File: src/rtl/pfx_pkg.sv
package pfx_pkg;

   typedef enum logic [2:0] {
      CLS_ORD      = 3'd0,
      CLS_PFX_BANK = 3'd1,
      CLS_PFX_HOLD = 3'd2,
      CLS_STRING   = 3'd3,
      CLS_FLAGOP   = 3'd4,
      CLS_LVLMASK  = 3'd5,
      CLS_INTR     = 3'd6,
      CLS_RETI     = 3'd7
   } insn_cls_t;

   typedef struct packed {
      logic hold;
      logic bank;
   } pfx_flags_t;

endpackage

File: src/rtl/pfx_state.sv
module pfx_state
   import pfx_pkg::*;
(
   input  logic       clk,
   input  logic       rst_n,
   input  logic       insn_start,
   input  insn_cls_t  insn_class,
   input  logic       irq_entry,
   output pfx_flags_t pend,
   output pfx_flags_t act
);

   always_ff @(posedge clk or negedge rst_n) begin
      if (!rst_n) begin
         pend <= '0;
         act  <= '0;
      end else if (irq_entry) begin
         pend <= '0;
         act  <= '0;
      end else if (insn_start) begin
         unique case (insn_class)
            CLS_PFX_BANK: begin
               pend.bank <= 1'b1;
               act       <= '0;
            end
            CLS_PFX_HOLD: begin
               pend.hold <= 1'b1;
               act       <= '0;
            end
            CLS_FLAGOP, CLS_LVLMASK: begin
               act <= '0;
            end
            CLS_INTR, CLS_RETI: begin
               act  <= '0;
               pend <= '0;
            end
            default: begin
               act  <= pend;
               pend <= '0;
            end
         endcase
      end
   end

   logic start_ok;
   assign start_ok = insn_start && !irq_entry;

   assert_set_bank_R4: assert property (@(posedge clk) disable iff (!rst_n)
      (start_ok && insn_class == CLS_PFX_BANK) |=> (pend.bank && act == '0));

   assert_set_hold_R4: assert property (@(posedge clk) disable iff (!rst_n)
      (start_ok && insn_class == CLS_PFX_HOLD) |=> (pend.hold && act == '0));

   assert_carry_R5: assert property (@(posedge clk) disable iff (!rst_n)
      (start_ok && (insn_class == CLS_FLAGOP || insn_class == CLS_LVLMASK))
      |=> (pend == $past(pend) && act == '0));

   assert_intr_drop_R6: assert property (@(posedge clk) disable iff (!rst_n)
      (start_ok && (insn_class == CLS_INTR || insn_class == CLS_RETI))
      |=> (pend == '0 && act == '0));

   assert_consume_R7: assert property (@(posedge clk) disable iff (!rst_n)
      (start_ok && (insn_class == CLS_ORD || insn_class == CLS_STRING))
      |=> (pend == '0 && act == $past(pend)));

   assert_irq_clear_R8: assert property (@(posedge clk) disable iff (!rst_n)
      irq_entry |=> (pend == '0 && act == '0));

   assert_hold_steady_R7: assert property (@(posedge clk) disable iff (!rst_n)
      (!insn_start && !irq_entry) |=> $stable(act));

endmodule

File: src/rtl/pfx_bank_addr.sv
module pfx_bank_addr #(
   parameter int unsigned RP_W      = 5,
   parameter int unsigned OFF_W     = 4,
   parameter int unsigned ADDR_W    = 24,
   parameter int unsigned BANK_BASE = 32'h180
) (
   input  logic              clk,
   input  logic              rst_n,
   input  logic              common,
   input  logic [RP_W-1:0]   reg_ptr,
   input  logic [OFF_W-1:0]  reg_off,
   output logic [ADDR_W-1:0] bank_addr
);

   localparam int unsigned IDX_W = RP_W + OFF_W;
   localparam logic [ADDR_W-1:0] BASE_V = ADDR_W'(BANK_BASE);
   localparam logic [IDX_W-1:0]  BASE_LOW = BASE_V[IDX_W-1:0];

   logic [RP_W-1:0]  ptr_eff;
   logic [IDX_W-1:0] idx;

   assign ptr_eff = common ? '0 : reg_ptr;
   assign idx     = {ptr_eff, reg_off};

   generate
      if (BASE_LOW == '0) begin : g_or_base
         assign bank_addr = BASE_V | ADDR_W'(idx);
      end else begin : g_add_base
         assign bank_addr = BASE_V + ADDR_W'(idx);
      end
   endgenerate

   logic [ADDR_W-1:0] rel;
   assign rel = bank_addr - BASE_V;

   assert_common_window_R1: assert property (@(posedge clk) disable iff (!rst_n)
      common |-> (rel < ADDR_W'(2 ** OFF_W)));

   assert_offset_kept_R2: assert property (@(posedge clk) disable iff (!rst_n)
      rel[OFF_W-1:0] == reg_off);

endmodule

File: src/rtl/pfx_flag_gate.sv
module pfx_flag_gate (
   input  logic clk,
   input  logic rst_n,
   input  logic hold,
   input  logic flag_wr_req,
   output logic flag_wr_en
);

   assign flag_wr_en = flag_wr_req & ~hold;

   assert_hold_blocks_R3: assert property (@(posedge clk) disable iff (!rst_n)
      hold |-> !flag_wr_en);

endmodule

File: src/rtl/prefix_tracker.sv
module prefix_tracker
   import pfx_pkg::*;
#(
   parameter int unsigned RP_W      = 5,
   parameter int unsigned OFF_W     = 4,
   parameter int unsigned ADDR_W    = 24,
   parameter int unsigned BANK_BASE = 32'h180
) (
   input  logic              clk,
   input  logic              rst_n,
   input  logic              insn_start,
   input  logic [2:0]        insn_class,
   input  logic [RP_W-1:0]   reg_ptr,
   input  logic [OFF_W-1:0]  reg_off,
   input  logic              flag_wr_req,
   input  logic              irq_entry,
   output logic [ADDR_W-1:0] bank_addr,
   output logic              flag_wr_en,
   output logic [1:0]        pfx_pending
);

   localparam int unsigned IDX_W = RP_W + OFF_W;

   generate
      if (RP_W < 1 || OFF_W < 1) begin : g_bad_width
         $error("prefix_tracker: RP_W and OFF_W must be at least 1");
      end
      if (IDX_W > ADDR_W) begin : g_bad_addr
         $error("prefix_tracker: pointer and offset exceed address width");
      end
   endgenerate

   pfx_flags_t pend;
   pfx_flags_t act;

   pfx_state u_state (
      .clk        (clk),
      .rst_n      (rst_n),
      .insn_start (insn_start),
      .insn_class (insn_cls_t'(insn_class)),
      .irq_entry  (irq_entry),
      .pend       (pend),
      .act        (act)
   );

   pfx_bank_addr #(
      .RP_W      (RP_W),
      .OFF_W     (OFF_W),
      .ADDR_W    (ADDR_W),
      .BANK_BASE (BANK_BASE)
   ) u_addr (
      .clk       (clk),
      .rst_n     (rst_n),
      .common    (act.bank),
      .reg_ptr   (reg_ptr),
      .reg_off   (reg_off),
      .bank_addr (bank_addr)
   );

   pfx_flag_gate u_gate (
      .clk         (clk),
      .rst_n       (rst_n),
      .hold        (act.hold),
      .flag_wr_req (flag_wr_req),
      .flag_wr_en  (flag_wr_en)
   );

   assign pfx_pending = {pend.hold, pend.bank};

   assert_collide_R11: assert property (@(posedge clk) disable iff (!rst_n)
      (insn_start && irq_entry) |=> (pfx_pending == 2'b00));

endmodule

File: config.mk
export PLATFORM = sky130hd
export DESIGN_NAME = prefix_tracker
export DESIGN_NICKNAME = d
export VERILOG_FILES = /design/src/rtl/pfx_pkg.sv /design/src/rtl/pfx_state.sv /design/src/rtl/pfx_bank_addr.sv /design/src/rtl/pfx_flag_gate.sv /design/src/rtl/prefix_tracker.sv
export SDC_FILE = /design/constraint.sdc
export NUM_CORES = 1
export LEC_CHECK = 0
export ABC_AREA = 0
export BUFFER_PORTS_ARGS = -buffer_cell sky130_fd_sc_hd__buf_4
export CAP_MARGIN = 20
export CORE_AREA = 2 2 39 41
export DETAILED_ROUTE_END_ITERATION = 16
export DIE_AREA = 0 0 41 43
export PLACE_DENSITY_LB_ADDON = 0.2
export SYNTH_ARGS = -nofsm -noshare
export SYNTH_HDL_FRONTEND = slang
export SYNTH_SLANG_ARGS = --single-unit
File: constraint.sdc
create_clock -name clk -period 1.58 [get_ports clk]
set_input_delay 0.395 -clock clk [delete_from_list [all_inputs] [get_ports clk]]
set_output_delay 0.395 -clock clk [all_outputs]
set_load 0.02 [all_outputs]
==> flow_metrics.tcl, run 1 <==
set metrics [dict create \
    regArea_sq_um 100.1 \
    drt_first_pass_iters 3 \
    crit_path_end_kind "output port" \
    arrival_ps 1210 \
    switching_power_mw 0.1190 \
    drcViolationCount 0 \
    nNetsFinal 91 \
    vias 368 \
    async_reset_ff_share_pct 100.0 \
    synth_edf_count 0 \
    cp_cell_sequence "nand2b_4, ha_4, inv_2, buf_6" \
    r2r-end "u_state.pend[0]$_DFFE_PN0P_" \
    critPathLaunchType "flop" \
    numCtsBuffers 3 \
    clk_latency_ps 230 \
    routed_via_density 4.230 \
    p_int_mw 0.2444 \
    max_freq_mhz 622.4 \
    clk_pin_slew_ps 40 \
    pwr-share-seq_pct 29.3 \
    whs_path_depth 2 \
    cts-root-buf "clkbuf_4" \
    leakage_nw 0.3040 \
    slew_violations 0 \
    critical_path_buf_inv_count 2 \
    power_frac_clock_pct 34.6 \
    grt_max_degree 7 \
    yosysUniqueCellTypes 19 \
    cpMaxStageDelayCell "dfrtp_1" \
    first_global_vias 310 \
    final_util_pct 42.04 \
    first_iter_violations 10 \
    min_from "irq_entry" \
    rows 14 \
    setup_violations 1 \
    regToRegSetupSlack_ps 730 \
    hold_class "input pin to flop" \
    pwr-share-comb_pct 36.1 \
    wirelength_microns 830 \
    finalInstanceArea_sq_um 581.8 \
    core_sq_um 1384 \
    clockBufferDepth 2 \
    p_per_area_nw_per_um2 624.6 \
    syn_area_per_cell_sq_um 8.420 \
    antenna_left 0 \
    max_cap_viol_count 0 \
    ioPinCount 44 \
    worstSetupPathType "flop to output port" \
    antenna_cells 0 \
    grt_overflow_total 0 \
    post_drt_wl_per_cell_microns 9.540 \
    fin_crit_sh_pct 101.7 \
    synth_top_area_share_pct 33.44 \
    drive_gt1_share_pct 46.48 \
    worst-path-max-fanout 4 \
    multi_input_area_sq_um 234.0 \
    fill_cells 151 \
    synth_area_leaders "buf_4, dfrtp_1, nor2b_1" \
    synth_common_cells "buf_4, dfrtp_1, nor2b_1" \
    die_h_microns 43 \
    dp.cells 80 \
    port_buffers 21 \
    status "finished, violations left" \
    yosys_warnings 0 \
    dpl_cell_area_sq_um 495.5 \
    hold_viol 0 \
    globalplace.congestion 0.7037 \
    reg2reg_depth 3 \
    syn_area_sq_um 404.1 \
    hold-path-endpoint "u_state.pend[1]$_DFFE_PN0P_" \
    clock_sinks 4 \
    worstPathRequired_ps 1180 \
    antenna_found_initial 0 \
    cts_tree "done" \
    critPathMaxStageDelay_ps 400 \
    synthCells 48 \
    violations "negative setup slack" \
    ys_ff_latch 4 \
    die_w_microns 41 \
    cts_max_level 1 \
    fin_skew_ps 0.02200 \
    start_util_pct 29.20 \
    ir_drop_mv 0.2281 \
    fin_cells 87 \
    synthToLayoutAreaGrowth_pct 43.96 \
    period_minus_slack_ps 1607 \
    p_sw_share_pct 32.75 \
    synth.most_common_cell "buf_4" \
    synth_area_leader_cell "buf_4" \
    die_area_sq_um 1763 \
    synth_ff_type "dfrtp_1" \
    grt_first_pass_wirelength_mm 1.235 \
    critical_path.top_delay_family "flip-flops" \
    setup_ws_ps -26.76 \
    ys_seq_area_share_pct 24.77 \
    critPathLaunch "u_state.act[0]$_DFFE_PN0P_" \
    r2r_start "u_state.pend[0]$_DFFE_PN0P_" \
    grt_setup_unrepaired "true" \
    grt_util_all_layers_pct 10.89 \
]
## power by group through the flow
stage	logic, mW	registers, mW	clock network (mW)
after floorplan	0.104	0.109	0
after global placement	0.116	0.108	0
after detailed placement	0.116	0.108	0
after CTS	0.128	0.106	0.130
after global routing	0.145	0.107	0.135
final	0.131	0.106	0.126
## registers in the layout (all words and copies together) (netlist names)
name	flops
u_state.pend	2
u_state.act	2
## worst reg2reg max path, stage by stage, from the launching register on
cell     delay [ps]
dfrtp_1         380
nand2_1          70
a21o_2          210
a21oi_1         120
## stage by stage
step | total power [mW] | hold WS (ps) | setup slack [ps] | setup TNS (ps)
final | 0.3634 | 343.1 | -26.76 | -26.76
after floorplan | 0.2129 | 99.41 | 79.39 | 0
after detailed placement | 0.2235 | 194.3 | 126.2 | 0
after CTS | 0.3642 | 337.4 | -10.48 | -10.48
after global routing | 0.3868 | 346.8 | -69.26 | -69.26
after global placement | 0.2234 | 194.4 | 167.1 | 0
## logic make-up (layout without fill, tap and decap cells)
kind of cell / after synthesis / count (layout) / synth area share, %
buf+inv: 21 / 31 / 36.22
simple gates: 13 / 13 / 20.43
compound gates: 7 / 7 / 12.38
flops: 4 / 4 / 24.77
fa+ha+maj: 1 / 1 / 3.095
other cells: 1 / 14 / 0.9279
xor+xnor: 1 / 1 / 2.168
## cells in the final DEF, fill, tap and decap left out
master,count
a21o_2,1
a21oi_1,2
a22o_1,2
buf_4,23
buf_6,1
clkbuf_4,3
conb_1,14
dfrtp_1,4
dlygate4sd3_1,1
ha_4,1
inv_1,2
inv_2,1
nand2_1,2
nand2b_4,2
nand3b_1,1
nor2_1,1
nor2b_1,4
nor3b_1,1
nor4_2,1
o21ai_0,1
o311ai_0,1
or3_1,1
xor2_1,1
## area by class of cell
| cell class | instances | area share (%) |
|---|---|---|
| clock buffers | 3 | 3.871 |
| well taps | 16 | 3.441 |
| inverters | 3 | 1.935 |
| flip-flops and latches | 4 | 17.20 |
| repair buffers | 25 | 33.33 |
| multi-input cells | 36 | 40.21 |
## worst max-delay path by stage
stage              endpoint  slack (ps)  depth (start not counted)
3_3_place_gp   bank_addr[8]         170                          4
6_report       bank_addr[8]         -30                          4
5_1_grt        bank_addr[8]         -70                          4
4_1_cts        bank_addr[8]         -10                          4
3_5_place_dp   bank_addr[8]         130                          4
2_1_floorplan  bank_addr[8]          80                          3
## layer usage
| layer | part of all wire, % | vias to the layer above | track usage (%) |
|---|---|---|---|
| met5 | 0 | - | 0 |
| met4 | 3.4 | 0 | 8.000 |
| met3 | 16 | 5 | 4.712 |
| met2 | 46 | 31 | 16.88 |
| met1 | 34 | 159 | 10.75 |
| li1 | - | 173 | - |
## repair_timing
action                     CTS  global route
gates resized for setup      5             0
setup endpoints to repair    2             1
pin swaps                    1             0
buffers inserted             2             1
hold buffers                 1             0
hold endpoints to repair     4             0
(Power assumes the default switching activity.)
==> run 2, diff against run 1 <==
==> constraint.sdc (replaced) <==
create_clock -name clk -period 1.58 [get_ports clk]
set_input_delay 0.158 -clock clk [delete_from_list [all_inputs] [get_ports clk]]
set_output_delay 0.158 -clock clk [all_outputs]
set_load 0.02 [all_outputs]
==> flow_metrics.tcl, run 2 (same netlist as run 1, synthesis figures left out) <==
set metrics [dict create \
    p_per_area_nw_per_um2 662.1 \
    final_util_pct 38.16 \
    dp.cells 80 \
    start_util_pct 29.20 \
    vias 356 \
    reg2reg_depth 3 \
    hold_class "input pin to flop" \
    critPathMaxStageDelay_ps 420 \
    port_buffers 21 \
    first_iter_violations 10 \
    drcViolationCount 0 \
    cts-root-buf "clkbuf_4" \
    fin_cells 84 \
    nNetsFinal 88 \
    crit_path_end_kind "output port" \
    cts_max_level 1 \
    status "finished clean" \
    period_minus_slack_ps 1443 \
    ctsResizeCount 0 \
    clock_sinks 4 \
    r2r_start "u_state.pend[0]$_DFFE_PN0P_" \
    grt_max_degree 7 \
    final_cell_mix "buf_4, conb_1, nor2b_1, dfrtp_1" \
    drive_gt1_share_pct 38.24 \
    cpMaxStageDelayCell "dfrtp_1" \
    endpoint "bank_addr[8]" \
    grt_overflow_total 0 \
    whs_path_depth 2 \
    hold_viol 0 \
    setup_violations 0 \
    ir_drop_mv 0.2265 \
    worst-path-max-fanout 6 \
    worstSetupPathType "flop to output port" \
    numCtsBuffers 3 \
    die_w_microns 41 \
    drt_first_pass_iters 3 \
    max_freq_mhz 693.2 \
    max_cap_viol_count 0 \
    grt_setup_unrepaired "false" \
    critical_path_buf_inv_count 2 \
    antenna_found_initial 0 \
    rows 14 \
    grt_first_pass_wirelength_mm 1.104 \
    slew_violations 0 \
    critPathLaunch "u_state.act[0]$_DFFE_PN0P_" \
    core_sq_um 1384 \
    fin_skew_ps 0.02229 \
    path_depth 4 \
    hold_buffers 1 \
    setup_tns_ps 0 \
    die_area_sq_um 1763 \
    clockBufferDepth 2 \
    first_global_vias 287 \
    cts_tree "done" \
    fin_crit_sh_pct 91.30 \
    top_regs "u_state.act: 2 flops, u_state.pend: 2 flops" \
    post_drt_wl_per_cell_microns 8.667 \
    postCtsSetupBuffers 0 \
    synthToLayoutAreaGrowth_pct 30.65 \
    antenna_cells 0 \
    antenna_left 0 \
    wirelength_microns 728 \
    clk_latency_ps 230 \
    worstPathRequired_ps 1420 \
    regToRegSetupSlack_ps 730 \
    r2r-end "u_state.pend[0]$_DFFE_PN0P_" \
    critPathLaunchType "flop" \
    arrival_ps 1280 \
    grt_util_all_layers_pct 9.476 \
    leakage_nw 0.2857 \
    globalplace.congestion 0.7036 \
    die_h_microns 43 \
    ioPinCount 44 \
    cp_cell_sequence "nand2b_1, ha_1, inv_1, buf_4" \
    clk_pin_slew_ps 40 \
    final_common_cell "buf_4" \
    critical_path.top_delay_family "flip-flops" \
    routed_via_density 4.238 \
]
==> run 2: cell types whose count changed in the layout (fill, tap and decap cells not counted), sizes merged <==
cell,change
buf,-3
==> run 2: worst min-delay path by stage <==
stage | to | from
finish | u_state.pend[1]$_DFFE_PN0P_ | irq_entry
global route | u_state.pend[1]$_DFFE_PN0P_ | irq_entry
CTS | u_state.pend[1]$_DFFE_PN0P_ | irq_entry
detailed placement | u_state.pend[1]$_DFFE_PN0P_ | rst_n
global placement | u_state.pend[1]$_DFFE_PN0P_ | rst_n
floorplan | u_state.act[0]$_DFFE_PN0P_ | rst_n
==> run 2: final cells by class <==
class	count	area (sq um)
clock buffers	3	22.52
fillers	154	855.8
inverters	3	11.26
multi-input cells	36	206.4
flip-flops and latches	4	100.1
well taps	16	20.02
repair buffers	22	167.7
==> run 2: worst reg2reg max path: stages (launching register included) <==
cell,delay [ps]
dfrtp_1,380
nand2_1,70
a21o_2,210
a21oi_1,120
==> run 2: through the flow <==
| step | total power, mW | hold WS (ps) | instance area (sq um) | worst slack (ps) |
|---|---|---|---|---|
| finish | 0.3496 | 106.2 | 528.0 | 137.4 |
| global route | 0.3716 | 109.8 | 528.0 | 65.24 |
| CTS | 0.3546 | 100.4 | 528.0 | 111.9 |
| detailed placement | 0.2235 | -42.68 | 495.5 | 363.2 |
| global placement | 0.2234 | -42.59 | 495.5 | 404.1 |
| floorplan | 0.2129 | -137.6 | 452.9 | 316.4 |
==> run 2: routing by layer <==
| metal | share of wire (%) | up-vias | GRT usage (%) |
|---|---|---|---|
| li1 | - | 168 | - |
| met1 | 40 | 152 | 10.10 |
| met2 | 37 | 31 | 13.13 |
| met3 | 19 | 5 | 4.712 |
| met4 | 3.8 | 0 | 8.000 |
| met5 | 0 | - | 0 |
==> run 2: report_power, final <==
part / leakage, nW / total (mW) / internal (mW) / switching, mW
clock: 0.0138 / 0.126 / 0.0849 / 0.0407
sequential: 0.0555 / 0.106 / 0.105 / 0.00165
combinational: 0.216 / 0.118 / 0.0464 / 0.0713
total: 0.286 / 0.350 / 0.236 / 0.114
